**src/rtl/carr_nco_pkg.sv**
```systemverilog
package carr_nco_pkg;

    localparam int P_ACC_W    = 27;
    localparam int P_INC_W    = 26;
    localparam int P_LO_W     = 16;
    localparam int P_CNT_W    = 18;
    localparam int P_WORD_W   = 16;
    localparam int P_PH_W     = 10;
    localparam int P_CYC_IN_PH = 2;

    typedef enum logic {
        WA_LO = 1'b0,
        WA_HI = 1'b1
    } wr_addr_e;

    typedef enum logic {
        RS_CYC = 1'b0,
        RS_PH  = 1'b1
    } rd_sel_e;

    typedef struct packed {
        logic [P_WORD_W-1:0] cyc;
        logic [P_WORD_W-1:0] ph;
    } meas_t;

    function automatic logic [P_WORD_W-1:0] pack_phase(
        input logic [P_PH_W-1:0]      top,
        input logic [P_CYC_IN_PH-1:0] cyc_lsb
    );
        return {{(P_WORD_W-P_PH_W-P_CYC_IN_PH){1'b0}}, cyc_lsb, top};
    endfunction

endpackage

```
**src/rtl/carr_incr_regs.sv**
```systemverilog
module carr_incr_regs
    import carr_nco_pkg::*;
#(
    parameter int INC_W = P_INC_W,
    parameter int LO_W  = P_LO_W
) (
    input  logic             clk,
    input  logic             rst,
    input  logic             tic,
    input  logic             wr_en,
    input  wr_addr_e         wr_addr,
    input  logic [LO_W-1:0]  wr_data,
    output logic [INC_W-1:0] incr_act
);
    localparam int HI_W = INC_W - LO_W;

    logic [HI_W-1:0]  hi_stage;
    logic [INC_W-1:0] incr_pend;
    logic             wr_lo;
    logic             wr_hi;

    assign wr_lo = wr_en && (wr_addr == WA_LO);
    assign wr_hi = wr_en && (wr_addr == WA_HI);

    always_ff @(posedge clk) begin
        if (rst) begin
            hi_stage  <= '0;
            incr_pend <= '0;
            incr_act  <= '0;
        end else begin
            if (wr_hi) hi_stage  <= wr_data[HI_W-1:0];
            if (wr_lo) incr_pend <= {hi_stage, wr_data};
            if (tic)   incr_act  <= incr_pend;
        end
    end

    // pending increment moves only on a lower-part write
    p_pend_hold_r2: assert property (@(posedge clk) disable iff (rst)
        !wr_lo |=> $stable(incr_pend))
        else $error("pending increment changed without lower write");

    // active increment moves only on an epoch strobe
    p_act_hold_r3: assert property (@(posedge clk) disable iff (rst)
        !tic |=> $stable(incr_act))
        else $error("active increment changed without tic");

endmodule

```
**src/rtl/carr_phase_acc.sv**
```systemverilog
module carr_phase_acc
    import carr_nco_pkg::*;
#(
    parameter int ACC_W = P_ACC_W,
    parameter int INC_W = P_INC_W,
    parameter int PH_W  = P_PH_W
) (
    input  logic             clk,
    input  logic             rst,
    input  logic [INC_W-1:0] incr,
    output logic [PH_W-1:0]  acc_top,
    output logic             carry
);
    localparam int SUM_W = ACC_W + 1;

    logic [ACC_W-1:0] acc;
    logic [SUM_W-1:0] sum;

    assign sum     = {1'b0, acc} + SUM_W'(incr);
    assign carry   = sum[ACC_W];
    assign acc_top = acc[ACC_W-1 -: PH_W];

    always_ff @(posedge clk) begin
        if (rst) acc <= '0;
        else     acc <= sum[ACC_W-1:0];
    end

    // a carry means the accumulator wrapped downward
    p_wrap_carry_r1: assert property (@(posedge clk) disable iff (rst)
        carry |=> (acc < $past(acc)))
        else $error("carry without wrap");

    // no carry means the accumulator did not decrease
    p_no_wrap_r1: assert property (@(posedge clk) disable iff (rst)
        !carry |=> (acc >= $past(acc)))
        else $error("wrap without carry");

endmodule

```
**src/rtl/carr_cycle_cnt.sv**
```systemverilog
module carr_cycle_cnt
    import carr_nco_pkg::*;
#(
    parameter int CNT_W = P_CNT_W,
    parameter int OUT_W = P_WORD_W
) (
    input  logic             clk,
    input  logic             rst,
    input  logic             tic,
    input  logic             carry,
    output logic [OUT_W-1:0] cnt_lo
);
    logic [CNT_W-1:0] cnt;

    always_ff @(posedge clk) begin
        if (rst)      cnt <= '0;
        else if (tic) cnt <= CNT_W'(carry);
        else          cnt <= cnt + CNT_W'(carry);
    end

    assign cnt_lo = cnt[OUT_W-1:0];

    // counter restarts on the epoch strobe, keeping only that cycle's carry
    p_cnt_restart_r4: assert property (@(posedge clk) disable iff (rst)
        tic |=> (cnt == CNT_W'($past(carry))))
        else $error("counter did not restart on tic");

    // between epochs the counter advances by the carry
    p_cnt_step_r4: assert property (@(posedge clk) disable iff (rst)
        !tic |=> (cnt == $past(cnt) + CNT_W'($past(carry))))
        else $error("counter skipped or lost a carry");

endmodule

```
**src/rtl/carr_meas_bank.sv**
```systemverilog
module carr_meas_bank
    import carr_nco_pkg::*;
#(
    parameter int WORD_W = P_WORD_W,
    parameter int PH_W   = P_PH_W
) (
    input  logic              clk,
    input  logic              rst,
    input  logic              tic,
    input  logic [WORD_W-1:0] cnt_lo,
    input  logic [PH_W-1:0]   acc_top,
    input  logic              rd_en,
    input  rd_sel_e           rd_sel,
    input  logic              clr_new,
    output logic [WORD_W-1:0] rd_data,
    output logic              new_meas
);
    meas_t words;
    logic  capture;
    logic  rd_cyc;
    logic  unlock;

    assign capture = tic && !new_meas;
    assign rd_cyc  = rd_en && (rd_sel == RS_CYC);
    assign unlock  = rd_cyc || clr_new;

    always_ff @(posedge clk) begin
        if (rst) begin
            words    <= '0;
            rd_data  <= '0;
            new_meas <= 1'b0;
        end else begin
            if (capture) begin
                words.cyc <= cnt_lo;
                words.ph  <= pack_phase(acc_top, cnt_lo[P_CYC_IN_PH-1:0]);
            end
            if (rd_en)
                rd_data <= (rd_sel == RS_PH) ? words.ph : words.cyc;
            if (capture)     new_meas <= 1'b1;
            else if (unlock) new_meas <= 1'b0;
        end
    end

    // the two cycle bits in the phase word agree with the cycle word
    p_ph_cyc_agree_r5: assert property (@(posedge clk) disable iff (rst)
        capture |=> (words.ph[PH_W +: P_CYC_IN_PH] == words.cyc[P_CYC_IN_PH-1:0]))
        else $error("phase word cycle bits disagree");

    // locked epochs keep both words
    p_locked_hold_r6: assert property (@(posedge clk) disable iff (rst)
        (tic && new_meas) |=> ($stable(words.cyc) && $stable(words.ph)))
        else $error("locked measurement overwritten");

    // a capture raises the flag
    p_flag_set_r6: assert property (@(posedge clk) disable iff (rst)
        (tic && !new_meas) |=> new_meas)
        else $error("flag not set on capture");

    // cycle read or clear drops the flag when no capture collides
    p_flag_clear_r7: assert property (@(posedge clk) disable iff (rst)
        (!tic && unlock) |=> !new_meas)
        else $error("flag not cleared");

    // read data holds without a read strobe
    p_rd_hold_r8: assert property (@(posedge clk) disable iff (rst)
        !rd_en |=> $stable(rd_data))
        else $error("read data changed without read");

    // reset leaves the flag and read data cleared
    p_reset_r9: assert property (@(posedge clk)
        rst |=> (!new_meas && (rd_data == '0)))
        else $error("reset state wrong");

endmodule

```
**src/rtl/carr_nco_meas.sv**
```systemverilog
module carr_nco_meas
    import carr_nco_pkg::*;
#(
    parameter int ACC_W  = P_ACC_W,
    parameter int INC_W  = P_INC_W,
    parameter int LO_W   = P_LO_W,
    parameter int CNT_W  = P_CNT_W,
    parameter int WORD_W = P_WORD_W,
    parameter int PH_W   = P_PH_W
) (
    input  logic              clk,
    input  logic              rst,
    input  logic              tic,
    input  logic              wr_en,
    input  logic              wr_addr,
    input  logic [LO_W-1:0]   wr_data,
    input  logic              rd_en,
    input  logic              rd_sel,
    input  logic              clr_new,
    output logic [WORD_W-1:0] rd_data,
    output logic              new_meas,
    output logic              cyc_pulse
);
    logic [INC_W-1:0]  incr_act;
    logic [PH_W-1:0]   acc_top;
    logic              carry;
    logic [WORD_W-1:0] cnt_lo;

    carr_incr_regs #(.INC_W(INC_W), .LO_W(LO_W)) u_incr (
        .clk      (clk),
        .rst      (rst),
        .tic      (tic),
        .wr_en    (wr_en),
        .wr_addr  (wr_addr_e'(wr_addr)),
        .wr_data  (wr_data),
        .incr_act (incr_act)
    );

    carr_phase_acc #(.ACC_W(ACC_W), .INC_W(INC_W), .PH_W(PH_W)) u_acc (
        .clk     (clk),
        .rst     (rst),
        .incr    (incr_act),
        .acc_top (acc_top),
        .carry   (carry)
    );

    carr_cycle_cnt #(.CNT_W(CNT_W), .OUT_W(WORD_W)) u_cnt (
        .clk    (clk),
        .rst    (rst),
        .tic    (tic),
        .carry  (carry),
        .cnt_lo (cnt_lo)
    );

    carr_meas_bank #(.WORD_W(WORD_W), .PH_W(PH_W)) u_meas (
        .clk      (clk),
        .rst      (rst),
        .tic      (tic),
        .cnt_lo   (cnt_lo),
        .acc_top  (acc_top),
        .rd_en    (rd_en),
        .rd_sel   (rd_sel_e'(rd_sel)),
        .clr_new  (clr_new),
        .rd_data  (rd_data),
        .new_meas (new_meas)
    );

    assign cyc_pulse = carry;

endmodule

```
**config.mk**
```make
export PLATFORM = sky130hd
export DESIGN_NAME = carr_nco_meas
export DESIGN_NICKNAME = d
export VERILOG_FILES = /design/src/rtl/carr_nco_pkg.sv /design/src/rtl/carr_incr_regs.sv /design/src/rtl/carr_phase_acc.sv /design/src/rtl/carr_cycle_cnt.sv /design/src/rtl/carr_meas_bank.sv /design/src/rtl/carr_nco_meas.sv
export SDC_FILE = /design/constraint.sdc
export NUM_CORES = 1
export LEC_CHECK = 0
export ABC_CLOCK_PERIOD_IN_PS = 2700
export BUFFER_PORTS_ARGS = -buffer_cell sky130_fd_sc_hd__buf_2
export CORE_AREA = 5 5 115 117
export CTS_CLUSTER_SIZE = 30
export DETAILED_ROUTE_END_ITERATION = 16
export DIE_AREA = 0 0 120 122
export PLACE_DENSITY = 0.8
export SLEW_MARGIN = 20
export SYNTH_ARGS = -nofsm -noshare
export SYNTH_HDL_FRONTEND = slang
export SYNTH_SLANG_ARGS = --single-unit
```
**constraint.sdc**
```tcl
create_clock -name clk -period 2.7 [get_ports clk]
set_input_delay 0.135 -clock clk [delete_from_list [all_inputs] [get_ports clk]]
set_output_delay 0.135 -clock clk [all_outputs]
set_load 0.02 [all_outputs]
```
==> flow_summary.json <==
{
  "place.gp.congestion": 0.892,
  "yosysTopAreaCell": "dfxtp_1",
  "slew_violations": 0,
  "synth-compound-area-share": 0.162,
  "post-place-cells": 977,
  "track_usage": 0.229,
  "fill_cells": 842,
  "core_area_um2": 12300,
  "syn_avg_cell_area_um2": 8.44,
  "timing.final.crit_share": 1.08,
  "dr_wl_met3_um": 838,
  "io_pins": 42,
  "cts_tree": "yes",
  "wl_met2_um": 8060,
  "end_kind": "register",
  "clk_pin_slew_ns": 0.06,
  "violations": "negative setup slack",
  "synth_edf_count": 0,
  "arrival_ns": 3.28,
  "synth_top_family_by_area": "simple AND/OR/NAND/NOR gates",
  "async_flop_share": 0,
  "synth_seq_cells": 148,
  "grt_start_max_net_pins": 43,
  "vdd_ir_drop_max_mv": 0.453,
  "root_buffer": "clkbuf_16",
  "antenna_found_initial": 0,
  "post-route-drc-count": 0,
  "synth_cell_types": 43,
  "htree_levels": 4,
  "cts_sinks": 148,
  "rsz0062_at_grt": "yes",
  "finalHoldViolations": 0,
  "yosysSeqAreaShare": 0.462,
  "final_util": 0.682,
  "io_buffer_count": 41,
  "grt_pass1_wl_um": 26800,
  "period_needed_ns": 2.92,
  "detail_route.vias_per_cell": 5.57,
  "synth_simple_gate_area_frac": 0.187,
  "worstPathRequired_ns": 3.06,
  "ys.flop_type": "dfxtp_1",
  "syn_nets": 813,
  "syn_to_final_growth_pct": 30.3,
  "ant_nets": 0,
  "pwr_density_cell_nw_per_um2": 566,
  "cts_buffers": 17,
  "max_stage_delay_ns": 0.40,
  "dp_slack_ns": -0.303,
  "whs_ns": 0.0853,
  "overflow": 0,
  "final_nets": 926,
  "synthMuxAreaShare": 0.0593,
  "critPathTopFamily": "simple AND/OR/NAND/NOR gates",
  "clock_path_buffers": 2,
  "clock_latency_ns": 0.42,
  "synth-xor-area-share": 0.0423,
  "met1_length_um": 7380,
  "setup_slack_ns": -0.223,
  "maxCapViolCount": 0,
  "drive_gt1_frac": 0.240,
  "hpwl_um": 10200,
  "start_util": 0.523,
  "antennaDiodeCount": 0,
  "placed_area_um2": 7270,
  "syn-cell-area_um2": 6410,
  "ys_top_cells_by_count": "nand2_1, dfxtp_1, a21oi_1, nor2_1, mux2i_1",
  "final_cells": 1035,
  "vias": 5767,
  "fmax_mhz": 342,
  "synth_area_leaders": "dfxtp_1, nand2_1, a21oi_1",
  "relSlewSlack": 0.354,
  "die-area_um2": 14600,
  "worst-path-max-fanout": 5,
  "worstSetupPathType": "register to register",
  "yosys_warnings": 0,
  "drt-initial-drc-count": 464,
  "crit_buf_inv": 0,
  "leakage_nw": 3.27,
  "rows": 41,
  "synthCells": 760,
  "die_w_um": 120,
  "hold_class": "primary input to register",
  "slowest_stage": "or3_1",
  "synth-adder-area-share": 0.0577,
  "final-setup-viol-count": 14,
  "final_area_um2": 8360,
  "die_h_um": 122,
  "cp-start-kind": "register",
  "first_global_vias": 5533,
  "yosysMostFrequentCell": "nand2_1",
  "skew_ns": 0.0102,
  "wirelength_um": 16800,
  "routed.top_layer": "met4",
  "crit_chain": "ha_1, nand2_1, nor2_1, o21a_1, o21ai_1, o21ba_4, o21ba_4, o21a_4, ha_4, ha_4, nand3_4, nor2_4, nand2_2, or3_1, a21oi_2",
  "first_pass_iters": 5,
  "status": "finished, violations left",
  "routedWlPerCell_um": 16.2,
  "worst_pin_slew_ns": 0.969,
  "synth_top_area_frac": 0.462
}
[worst register-to-register path, stage by stage (launching register included)]
cell	delay (ns)
dfxtp_1	0.35
ha_1	0.39
nand2_1	0.08
nor2_1	0.10
o21a_1	0.16
o21ai_1	0.07
o21ba_4	0.24
o21ba_4	0.13
o21a_4	0.13
ha_4	0.15
ha_4	0.14
nand3_4	0.09
nor2_4	0.22
nand2_2	0.08
or3_1	0.41
a21oi_2	0.12
[cells by family after synthesis]
group	Yosys count
xor gates and xnor gates	31
AOI/OAI and AO/OA	173
buffers and inverters	52
adders and majority gates	29
and+or+nand+nor	289
DFF	148
muxes	38
[path summary, 6_finish.rpt]
check | from | to | slack, ns | cells after the start
worst max-delay path | u_incr.incr_act[22] | u_cnt.cnt[14] | -0.22 | 15
worst min register to register | u_incr.incr_pend[13] | u_incr.incr_pend[13] | 0.45 | 2
worst max register to register | u_incr.incr_act[22] | u_cnt.cnt[14] | -0.22 | 15
worst min-delay path | rst | u_incr.incr_act[24] | 0.09 | 2
[flip-flops by register name (all words and copies together) (netlist names)]
signal            flops
u_meas.new_meas       1
u_incr.incr_act      26
u_meas.rd_data       16
u_incr.incr_pend     26
u_meas.words         26
u_incr.hi_stage      10
u_cnt.cnt            16
u_acc.acc            27
[report_power, final]
part | total, mW | switching (mW) | internal (mW)
Clock | 2.14 | 0.937 | 1.21
Sequential | 2.26 | 0.0298 | 2.23
Combinational | 0.326 | 0.190 | 0.137
Total | 4.73 | 1.16 | 3.57
[layer usage]
layer  up-vias  track usage
li1       2806            -
met1      2731        0.290
met2       179        0.374
met3        51       0.0525
met4         0        0.102
met5         -            0
[layout by cell type, fill, tap and decap left out, types with 8 or more instances in the layout]
cell and count:
o21ai_0 14, mux2i_1 38, xnor2_1 14, dfxtp_1 138, a21oi_1 94, ha_1 10, dfxtp_2 10, nor2_1 82
ha_4 18, nand3_1 8, inv_1 8, dlygate4sd3_1 17, a211oi_1 17, buf_2 39, clkbuf_16 17, nand2_1 150
nand2b_1 8, buf_4 78, xor2_1 14
[metrics by stage]
step / power (mW) / setup TNS (ns)
2_1_floorplan: 2.49 / -1.48
3_3_place_gp: 2.58 / -1.88
3_5_place_dp: 2.59 / -2.83
4_1_cts: 4.74 / -0.955
5_1_grt: 4.90 / -3.07
6_report: 4.73 / -1.54
[timing repair]
item	CTS	global route
endpoints found under the hold margin	26	0
buffers inserted	3	7
gates resized for setup	30	21
hold buffers	17	0
pin swaps	24	14
endpoints found under the setup margin	15	19
[cell type report]
| type | count | area (µm²) | share of cell area |
|---|---|---|---|
| clock buffers | 19 | 443 | 0.0530 |
| multi-input cells | 560 | 3630 | 0.434 |
| inverters | 8 | 30.0 | 0.00359 |
| clock inverters | 12 | 98.8 | 0.0118 |
| flip-flops and latches | 148 | 2980 | 0.356 |
| well taps | 150 | 188 | 0.0225 |
| repair buffers | 138 | 996 | 0.119 |
Note: power is estimated with default switching activity, not from simulation.
